### src/rtl/xpb_pkg.sv
package xpb_pkg;

    localparam int HOST_AW   = 16;
    localparam int HOST_DW   = 16;
    localparam int EXT_AW    = 33;
    localparam int UPPER_W   = 13;
    localparam int PAGE_LO_W = 5;
    localparam int MASK_W    = 2;
    localparam int PAR_W     = 2;

    localparam logic [HOST_AW-1:0] OFS_STATUS = 16'h0000;
    localparam logic [HOST_AW-1:0] OFS_UPPER  = 16'h0008;
    localparam logic [HOST_AW-1:0] OFS_LOWER  = 16'h000A;

    // field positions inside the lower page word
    localparam int LO_MASK_LSB = 12;
    localparam int LO_PAR_LSB  = 14;

    typedef enum logic [1:0] {
        ST_IDLE     = 2'd0,
        ST_WR_PULSE = 2'd1,
        ST_RD_ISSUE = 2'd2,
        ST_RESP     = 2'd3
    } xpb_state_e;

endpackage

### src/rtl/xpb_page_regs.sv
module xpb_page_regs
    import xpb_pkg::*;
#(
    parameter int DW  = HOST_DW,
    parameter int AW  = HOST_AW,
    parameter int UW  = UPPER_W,
    parameter int LW  = PAGE_LO_W,
    parameter int MW  = MASK_W,
    parameter int PW  = PAR_W
) (
    input  logic          clk,
    input  logic          rst_n,
    input  logic          wr_upper,
    input  logic          wr_lower,
    input  logic [DW-1:0] wdata,
    input  logic          rpar_load,
    input  logic [PW-1:0] rpar_in,
    input  logic [AW-1:0] rd_ofs,
    output logic [DW-1:0] rd_word,
    output logic [UW-1:0] upper_q,
    output logic [LW-1:0] page_lo_q,
    output logic [MW-1:0] mask_q,
    output logic [PW-1:0] wpar_q
);

    localparam int UPPER_PAD  = DW - UW;
    localparam int LOWER_GAP  = LO_MASK_LSB - LW;
    localparam int STATUS_PAD = DW - PW;

    logic [PW-1:0] rpar_q;

    // upper page register: address bits above the low page field
    always_ff @(posedge clk or negedge rst_n) begin
        if (!rst_n) begin
            upper_q <= '0;
        end else if (wr_upper) begin
            upper_q <= wdata[UW-1:0];
        end
    end

    // lower page register: page bits, byte mask, parity field
    always_ff @(posedge clk or negedge rst_n) begin
        if (!rst_n) begin
            page_lo_q <= '0;
            mask_q    <= '0;
            wpar_q    <= '0;
        end else if (wr_lower) begin
            page_lo_q <= wdata[LW-1:0];
            mask_q    <= wdata[LO_MASK_LSB +: MW];
            wpar_q    <= wdata[LO_PAR_LSB +: PW];
        end
    end

    // parity returned by the last extended read
    always_ff @(posedge clk or negedge rst_n) begin
        if (!rst_n) begin
            rpar_q <= '0;
        end else if (rpar_load) begin
            rpar_q <= rpar_in;
        end
    end

    always_comb begin
        rd_word = '0;
        unique case (rd_ofs)
            OFS_STATUS: rd_word = {rpar_q, {STATUS_PAD{1'b0}}};
            OFS_UPPER:  rd_word = {{UPPER_PAD{1'b0}}, upper_q};
            OFS_LOWER:  rd_word = {wpar_q, mask_q, {LOWER_GAP{1'b0}}, page_lo_q};
            default:    rd_word = '0;
        endcase
    end

endmodule

### src/rtl/xpb_addr_compose.sv
module xpb_addr_compose
    import xpb_pkg::*;
#(
    parameter int EW = EXT_AW,
    parameter int UW = UPPER_W,
    parameter int LW = PAGE_LO_W,
    parameter int OW = HOST_AW
) (
    input  logic          wide,
    input  logic [UW-1:0] upper,
    input  logic [LW-1:0] page_lo,
    input  logic [OW-1:0] offset,
    output logic [EW-1:0] addr
);

    // the two modes move one bit between the page and the offset
    localparam int WIDE_PG   = LW - 1;
    localparam int NARROW_OF = OW - 1;

    logic [EW-1:0] addr_wide;
    logic [EW-1:0] addr_narrow;

    generate
        if (UW + WIDE_PG + OW == EW) begin : g_fit
            assign addr_wide   = {upper, page_lo[WIDE_PG-1:0], offset};
            assign addr_narrow = {upper, page_lo, offset[NARROW_OF-1:0]};
        end else begin : g_pad
            assign addr_wide   = EW'({upper, page_lo[WIDE_PG-1:0], offset});
            assign addr_narrow = EW'({upper, page_lo, offset[NARROW_OF-1:0]});
        end
    endgenerate

    assign addr = wide ? addr_wide : addr_narrow;

endmodule

### src/rtl/xpb_access_fsm.sv
module xpb_access_fsm
    import xpb_pkg::*;
#(
    parameter int AW = HOST_AW,
    parameter int DW = HOST_DW,
    parameter int MW = MASK_W
) (
    input  logic          clk,
    input  logic          rst_n,
    input  logic          host_wide,
    input  logic          host_sel,
    input  logic          host_wr,
    input  logic          host_das,
    input  logic [AW-1:0] host_addr,
    input  logic [DW-1:0] host_wdata,
    input  logic [DW-1:0] reg_word,
    input  logic [MW-1:0] mask,
    input  logic [DW-1:0] mem_rdata,
    output logic          wr_upper,
    output logic          wr_lower,
    output logic          rpar_load,
    output logic          wide_q,
    output logic [AW-1:0] ofs_q,
    output logic [DW-1:0] wdata_q,
    output logic          mem_we,
    output logic          mem_re,
    output logic [DW-1:0] host_rdata,
    output logic          host_rvalid
);

    xpb_state_e state_q, state_d;
    logic       accept;
    logic       acc_ext_wr, acc_ext_rd, acc_reg_wr, acc_reg_rd;
    logic [DW-1:0] rdata_q;

    assign accept     = host_sel && (state_q == ST_IDLE);
    assign acc_ext_wr = accept &&  host_das &&  host_wr;
    assign acc_ext_rd = accept &&  host_das && !host_wr;
    assign acc_reg_wr = accept && !host_das &&  host_wr;
    assign acc_reg_rd = accept && !host_das && !host_wr;

    // next-state logic
    always_comb begin
        state_d = state_q;
        unique case (state_q)
            ST_IDLE: begin
                if (acc_ext_wr)      state_d = ST_WR_PULSE;
                else if (acc_ext_rd) state_d = ST_RD_ISSUE;
                else if (acc_reg_rd) state_d = ST_RESP;
                else                 state_d = ST_IDLE;
            end
            ST_WR_PULSE: state_d = ST_IDLE;
            ST_RD_ISSUE: state_d = ST_RESP;
            ST_RESP:     state_d = ST_IDLE;
            default:     state_d = ST_IDLE;
        endcase
    end

    // state register
    always_ff @(posedge clk or negedge rst_n) begin
        if (!rst_n) state_q <= ST_IDLE;
        else        state_q <= state_d;
    end

    // request capture and read-data register
    always_ff @(posedge clk or negedge rst_n) begin
        if (!rst_n) begin
            wide_q  <= 1'b0;
            ofs_q   <= '0;
            wdata_q <= '0;
            rdata_q <= '0;
        end else begin
            if (accept && host_das) begin
                wide_q  <= host_wide;
                ofs_q   <= host_addr;
                wdata_q <= host_wdata;
            end
            if (acc_reg_rd) begin
                rdata_q <= reg_word;
            end else if (state_q == ST_RD_ISSUE) begin
                rdata_q <= mem_rdata;
            end
        end
    end

    // outputs per state
    always_comb begin
        mem_we      = 1'b0;
        mem_re      = 1'b0;
        host_rvalid = 1'b0;
        rpar_load   = 1'b0;
        unique case (state_q)
            ST_IDLE:     ;
            ST_WR_PULSE: mem_we = (mask != '0);
            ST_RD_ISSUE: begin
                mem_re    = 1'b1;
                rpar_load = 1'b1;
            end
            ST_RESP:     host_rvalid = 1'b1;
            default:     ;
        endcase
    end

    assign wr_upper   = acc_reg_wr && (host_addr == OFS_UPPER);
    assign wr_lower   = acc_reg_wr && (host_addr == OFS_LOWER);
    assign host_rdata = rdata_q;

endmodule

### src/rtl/xpage_bridge.sv
module xpage_bridge
    import xpb_pkg::*;
(
    input  logic                clk,
    input  logic                rst_n,
    input  logic                host_wide,
    input  logic                host_sel,
    input  logic                host_wr,
    input  logic                host_das,
    input  logic [HOST_AW-1:0]  host_addr,
    input  logic [HOST_DW-1:0]  host_wdata,
    output logic [HOST_DW-1:0]  host_rdata,
    output logic                host_rvalid,
    output logic [EXT_AW-1:0]   mem_addr,
    output logic                mem_we,
    output logic                mem_re,
    output logic [MASK_W-1:0]   mem_be,
    output logic [HOST_DW-1:0]  mem_wdata,
    output logic [PAR_W-1:0]    mem_wpar,
    input  logic [HOST_DW-1:0]  mem_rdata,
    input  logic [PAR_W-1:0]    mem_rpar
);

    logic                 wr_upper, wr_lower, rpar_load, wide_q;
    logic [HOST_DW-1:0]   reg_word, wdata_q;
    logic [HOST_AW-1:0]   ofs_q;
    logic [UPPER_W-1:0]   upper_q;
    logic [PAGE_LO_W-1:0] page_lo_q;
    logic [MASK_W-1:0]    mask_q;
    logic [PAR_W-1:0]     wpar_q;

    xpb_page_regs u_regs (
        .clk       (clk),
        .rst_n     (rst_n),
        .wr_upper  (wr_upper),
        .wr_lower  (wr_lower),
        .wdata     (host_wdata),
        .rpar_load (rpar_load),
        .rpar_in   (mem_rpar),
        .rd_ofs    (host_addr),
        .rd_word   (reg_word),
        .upper_q   (upper_q),
        .page_lo_q (page_lo_q),
        .mask_q    (mask_q),
        .wpar_q    (wpar_q)
    );

    xpb_access_fsm u_fsm (
        .clk         (clk),
        .rst_n       (rst_n),
        .host_wide   (host_wide),
        .host_sel    (host_sel),
        .host_wr     (host_wr),
        .host_das    (host_das),
        .host_addr   (host_addr),
        .host_wdata  (host_wdata),
        .reg_word    (reg_word),
        .mask        (mask_q),
        .mem_rdata   (mem_rdata),
        .wr_upper    (wr_upper),
        .wr_lower    (wr_lower),
        .rpar_load   (rpar_load),
        .wide_q      (wide_q),
        .ofs_q       (ofs_q),
        .wdata_q     (wdata_q),
        .mem_we      (mem_we),
        .mem_re      (mem_re),
        .host_rdata  (host_rdata),
        .host_rvalid (host_rvalid)
    );

    xpb_addr_compose u_compose (
        .wide    (wide_q),
        .upper   (upper_q),
        .page_lo (page_lo_q),
        .offset  (ofs_q),
        .addr    (mem_addr)
    );

    assign mem_be    = mask_q;
    assign mem_wdata = wdata_q;
    assign mem_wpar  = wpar_q;

endmodule

### config.mk
export PLATFORM = sky130hd
export DESIGN_NAME = xpage_bridge
export DESIGN_NICKNAME = d
export VERILOG_FILES = /design/src/rtl/xpb_pkg.sv /design/src/rtl/xpb_page_regs.sv /design/src/rtl/xpb_addr_compose.sv /design/src/rtl/xpb_access_fsm.sv /design/src/rtl/xpage_bridge.sv
export SDC_FILE = /design/constraint.sdc
export NUM_CORES = 1
export LEC_CHECK = 0
export ABC_AREA = 1
export BUFFER_PORTS_ARGS = -buffer_cell sky130_fd_sc_hd__buf_2
export CORE_UTILIZATION = 45
export CTS_CLUSTER_SIZE = 28
export DETAILED_ROUTE_END_ITERATION = 10
export PLACE_DENSITY = 0.77
export SLEW_MARGIN = 25
export SYNTH_ARGS = -nofsm -noshare
export SYNTH_HDL_FRONTEND = slang
export SYNTH_SLANG_ARGS = --single-unit
### constraint.sdc
create_clock -name clk -period 1.45 [get_ports clk]
set_input_delay 0.145 -clock clk [delete_from_list [all_inputs] [get_ports clk]]
set_output_delay 0.145 -clock clk [all_outputs]
set_load 0.05 [all_outputs]
Word-level counts from Yosys, hierarchy flattened --
Index checks and enable logic that the tools add are counted.
Word-level totals: flip-flop bits (word level) 75, input bits 56, output and inout bits 72
Operators by class: eq/ne operators 5, multiplexer cells 11, reduce and logical (&&, ||, !) cells 16
Operator list (count):
- $pmux 16 s3 | 1
- $eq 16x4->1 const B | 2
- $mux 16 | 2
- $mux 20 | 1
- $logic_not 16->1 | 1
- $logic_and 1x1->1 | 9
- $mux 2 | 3
- $pmux 2 s3 | 1
- $eq 2x2->1 const B | 2
- $reduce_bool 2->1 | 2
- $mux 1 | 3
- $eq 2x1->1 const B | 1
- $logic_not 1->1 | 2
- $logic_not 2->1 | 1
- $reduce_or 2->1 | 1

Logic depth before layout (Yosys ltp) --
depth in word-level cells 8, gate-level depth with buffers 10, mapped depth without buffers 10

By module --
From an unflattened synthesis, not the netlist that was laid out.
Second synthesis, totals: cells, all modules 432, area total of the unflattened synthesis 3802.4 sq um
By module, submodules not included:
- xpb_access_fsm | times used 1, cells each 264, area an instance 2371.0 sq um, sequential area each 1276.2 sq um
- xpb_page_regs | times used 1, cells each 124, area an instance 1161.1 sq um, sequential area each 600.6 sq um
- xpb_addr_compose | times used 1, cells each 44, area an instance 270.3 sq um, sequential area each 0.0 sq um

Least setup slack after synthesis --
Ideal clock, no wire load.
kind register -> output, start point register u_regs.mask_q[1], end point output mem_we, arrival 1.793 ns, slack -0.488 ns, stages on the path, launching flop included 3, buffers on the path 0, path through dfrtp_1 nor2_1 nor3_1
On the way: longest elaborated chain between the ends 2
RTL lines:
- start, declared | RTL line xpb_page_regs.sv:22 | output logic [MW-1:0] mask_q,
- start signal, assigned | RTL line xpb_page_regs.sv:49 | mask_q <= wdata[LO_MASK_LSB +: MW];
- $reduce_bool 2->1 | RTL line xpb_access_fsm.sv:94 | ST_WR_PULSE: mem_we = (mask != '0);
- $mux 1 | RTL line xpb_access_fsm.sv:92 | unique case (state_q)
- end, declared | RTL line xpage_bridge.sv:15 | output logic mem_we,
No other way between the ends.

Worst setup path in the final report --
start point register u_fsm.state_q[1], end point register u_fsm.rdata_q[5], in the netlist u_fsm.host_rdata[5]
On the way: longest elaborated chain between the ends 5
RTL lines:
- start, declared | RTL line xpb_access_fsm.sv:31 | xpb_state_e state_q, state_d;
- start signal, assigned | RTL line xpb_access_fsm.sv:62 | else state_q <= state_d;
- $logic_not 2->1 | RTL line xpb_access_fsm.sv:36 | assign accept = host_sel && (state_q == ST_IDLE);
- $logic_and 1x1->1 | RTL line xpb_access_fsm.sv:36
- $logic_and 1x1->1 (2 in series) | RTL line xpb_access_fsm.sv:40 | assign acc_reg_rd = accept && !host_das && !host_wr;
- $mux 16 or $reduce_bool 2->1 (tied branches)
- end signal, assigned | RTL line xpb_access_fsm.sv:79 | rdata_q <= reg_word;
- end signal, assigned | RTL line xpb_access_fsm.sv:81 | rdata_q <= mem_rdata;
- end, declared | RTL line xpb_access_fsm.sv:34 | logic [DW-1:0] rdata_q;
Several ways; a longest one is shown, not always the timed one. A chain may end at the register's enable or synchronous reset.

==> impl_metrics.toml <==
[sta]
fin_skew_ns = 0.006519
finalHoldViolCount = 0
maxSlewHeadroom_pct = 76.17
setup_ws_ns = -0.04789
final_max_slew_viol_count = 0
rsz0062_at_grt = "yes"
period_needed_ns = 1.498
setup_viol = 35
max_freq_mhz = 667.6
fin_setup_tns_ns = -0.5480
period_share_pct = 103.3
tightestPinTransition_ns = 0.3574

[die]
ioPinCount = 128
core_area_um2 = 7370
fp-row-count = 31
start_util_pct = 47.54
die_w_um = 90.24
die_area_um2 = 8142
die_h_um = 90.24

[power_and_ir_drop]
p_leak_nw = 2.514
switching_power_w = 0.005148
combPwrFrac_pct = 52.4
ir_drop_mv = 0.9985
powerDensity_nw_per_um2 = 2174
swShare_pct = 48.97
power.share.clock_pct = 16.4
seq_power_share_pct = 31.1
p_int_w = 0.005364

[global_route]
antenna_found_initial = 0
grt_max_degree = 30
grt-ovfl-total = 0
grt_pass1_vias = 2988
grtUsageTotal_pct = 22.96
grt_pass1_wl_um = 14520

[routing]
drtAntennaViolNets = 0
num_vias = 3102
routedWlPerCell_um = 15.47
wl_um = 9608
firstDrtPassIters = 4
drt_iter0_markers = 215
vias_per_cell = 4.995
remaining_drc_errors = 0

[cts]
clk_latency_ns = 0.35
clk_pin_slew_ns = 0.07
cts_tree = "built"
clockBufferDepth = 2
cts_buffers = 9
clock-sinks = 75
cts_root_buffer = "clkbuf_8"
cts.htree.levels = 3

[status]
status = "complete, but fails checks"
violations = "negative setup slack"

[cells_and_area]
final_common_cell = "buf_2"
nets = 573
synthToLayoutAreaGrowth_pct = 38.00
final_cell_mix = "buf_2, nand2_1, dfrtp_1, o21ai_0, inv_1"
fillers = 628
num_antenna_cells = 0
stdcell_area_um2 = 4835
layout-drive-gt1-share_pct = 49.43

[job]
cap_violations = 0

[yosys]
yosysUniqueCellTypes = 30
syn_inst = 375
synth_seq_cells = 75
yosysWarnings = 0
synth_top_area_share_pct = 53.57
syn_area_um2 = 3503
yosysTopAreaCell = "dfrtp_1"
synth_area_per_cell_um2 = 9.342
synth_area_leaders = "dfrtp_1, nand2_1, mux2_2"
syn_nets = 431
synth_seq_area_share_pct = 53.57

[setup_path]
reg2reg_slack_ns = -0.05
crit_type = "register to register"
required_ns = 1.72
worstPathArrival_ns = 1.77
startpoint_type = "register"
crit_path_end_kind = "register"
worst-path-max-fanout = 8

[placed_design]
dpl_cell_area_um2 = 4234
port-buffer-count = 127
hpwlAfterDp_um = 6452
place.gp.congestion = 0.7757

[hold_path]
hold_class = "input pin to register"
[final cells by class]
class | count | area [um2] | area share, %
repair buffers | 158 | 1037 | 21.45
multi-input cells | 246 | 1481 | 30.64
well taps | 99 | 123.9 | 2.562
clock inverters | 5 | 77.57 | 1.605
clock buffers | 11 | 131.4 | 2.717
inverters | 27 | 103.9 | 2.148
flip-flops and latches | 75 | 1879 | 38.87
[final timing paths]
path                       cells after the start                            start                              end
min in group asynchronous                      2                            rst_n     u_fsm.wdata_q[1]$_DFFE_PN0P_
hold / removal                                 3                      mem_rpar[0]     u_regs.rpar_q[0]$_DFFE_PN0P_
setup reg to reg                               7       u_fsm.state_q[1]$_DFF_PN0_  u_fsm.host_rdata[5]$_DFFE_PN0P_
max in group asynchronous                      3                            rst_n         u_fsm.wide_q$_DFFE_PN0P_
setup / recovery                               7       u_fsm.state_q[1]$_DFF_PN0_  u_fsm.host_rdata[5]$_DFFE_PN0P_
hold reg to reg                                2  u_fsm.host_rdata[1]$_DFFE_PN0P_  u_fsm.host_rdata[1]$_DFFE_PN0P_
[layer usage]
layer	GRT usage, %	part of all wire, %
met2	38.17	52
met5	0	0
met3	5.245	5.6
met1	28.56	40
met4	10.22	2.4
[kinds of logic (layout without fill, tap and decap cells)]
group | Yosys count | in the layout | share of synthesized area [%]
AND/OR/NAND/NOR | 162 | 163 | 21.04
flip-flops | 75 | 75 | 53.57
AO/OA/AOI/OAI | 67 | 67 | 11.54
multiplexers | 16 | 16 | 5.143
buffers and inverters | 55 | 201 | 8.714
[cells in the mapped netlist (all sizes together)]
master  number
o31ai        1
inv         27
nand3       19
nor2        31
nand2      108
and2         1
nand4        1
mux2        16
dfrtp       75
nor3         2
a21oi       12
clkbuf       5
o211ai       1
buf         23
o21ai       53
[registers in the layout, summed over array words and instances (netlist names)]
register,flops
u_fsm.host_rdata,16
u_fsm.ofs_q,16
u_fsm.wdata_q,16
u_regs.upper_q,13
u_regs.page_lo_q,5
u_fsm.state_q,2
u_regs.mask_q,2
u_regs.rpar_q,2
u_regs.wpar_q,2
u_fsm.wide_q,1
[worst max-delay path, cell delays in order (launching register included)]
cell     delay [ns]
dfrtp_2        0.44
nor2_4         0.14
buf_6          0.12
nand4_4        0.21
nand2_4        0.19
buf_4          0.16
nor2_1         0.05
a21oi_1        0.12
[power groups by stage]
stage / clock [W] / sequential [W] / combinational [W]
final: 0.00173 / 0.00327 / 0.00551
after floorplan: 0 / 0.00481 / 0.00249
after global placement: 0 / 0.00325 / 0.00491
after CTS: 0.00176 / 0.00325 / 0.00519
after global routing: 0.00184 / 0.00336 / 0.00579
after detailed placement: 0 / 0.00330 / 0.00501
[metrics by stage]
step | setup WS, ns | std cells | utilization [%] | total power (W) | hold WS [ns]
3_3_place_gp | 0.05956 | 587 | 57.45 | 0.008163 | 0.07807
2_1_floorplan | -0.3387 | 375 | - | 0.007298 | -0.1506
6_report | -0.04789 | 621 | 65.60 | 0.01051 | 0.02191
3_5_place_dp | -0.03125 | 587 | 57.45 | 0.008305 | 0.08866
5_1_grt | -0.1208 | 621 | 65.60 | 0.01099 | 0.02513
4_1_cts | -0.02608 | 609 | 61.43 | 0.01019 | 0.004092
[timing repair]
action,in CTS,in global routing
resized for setup,15,59
hold buffers,2,0
pin swaps,3,13
buffers inserted,4,6
gates cloned,0,6
endpoints found under the setup margin,19,43
endpoints found under the hold margin,24,0
No activity file was read; power rests on OpenSTA's default activity.
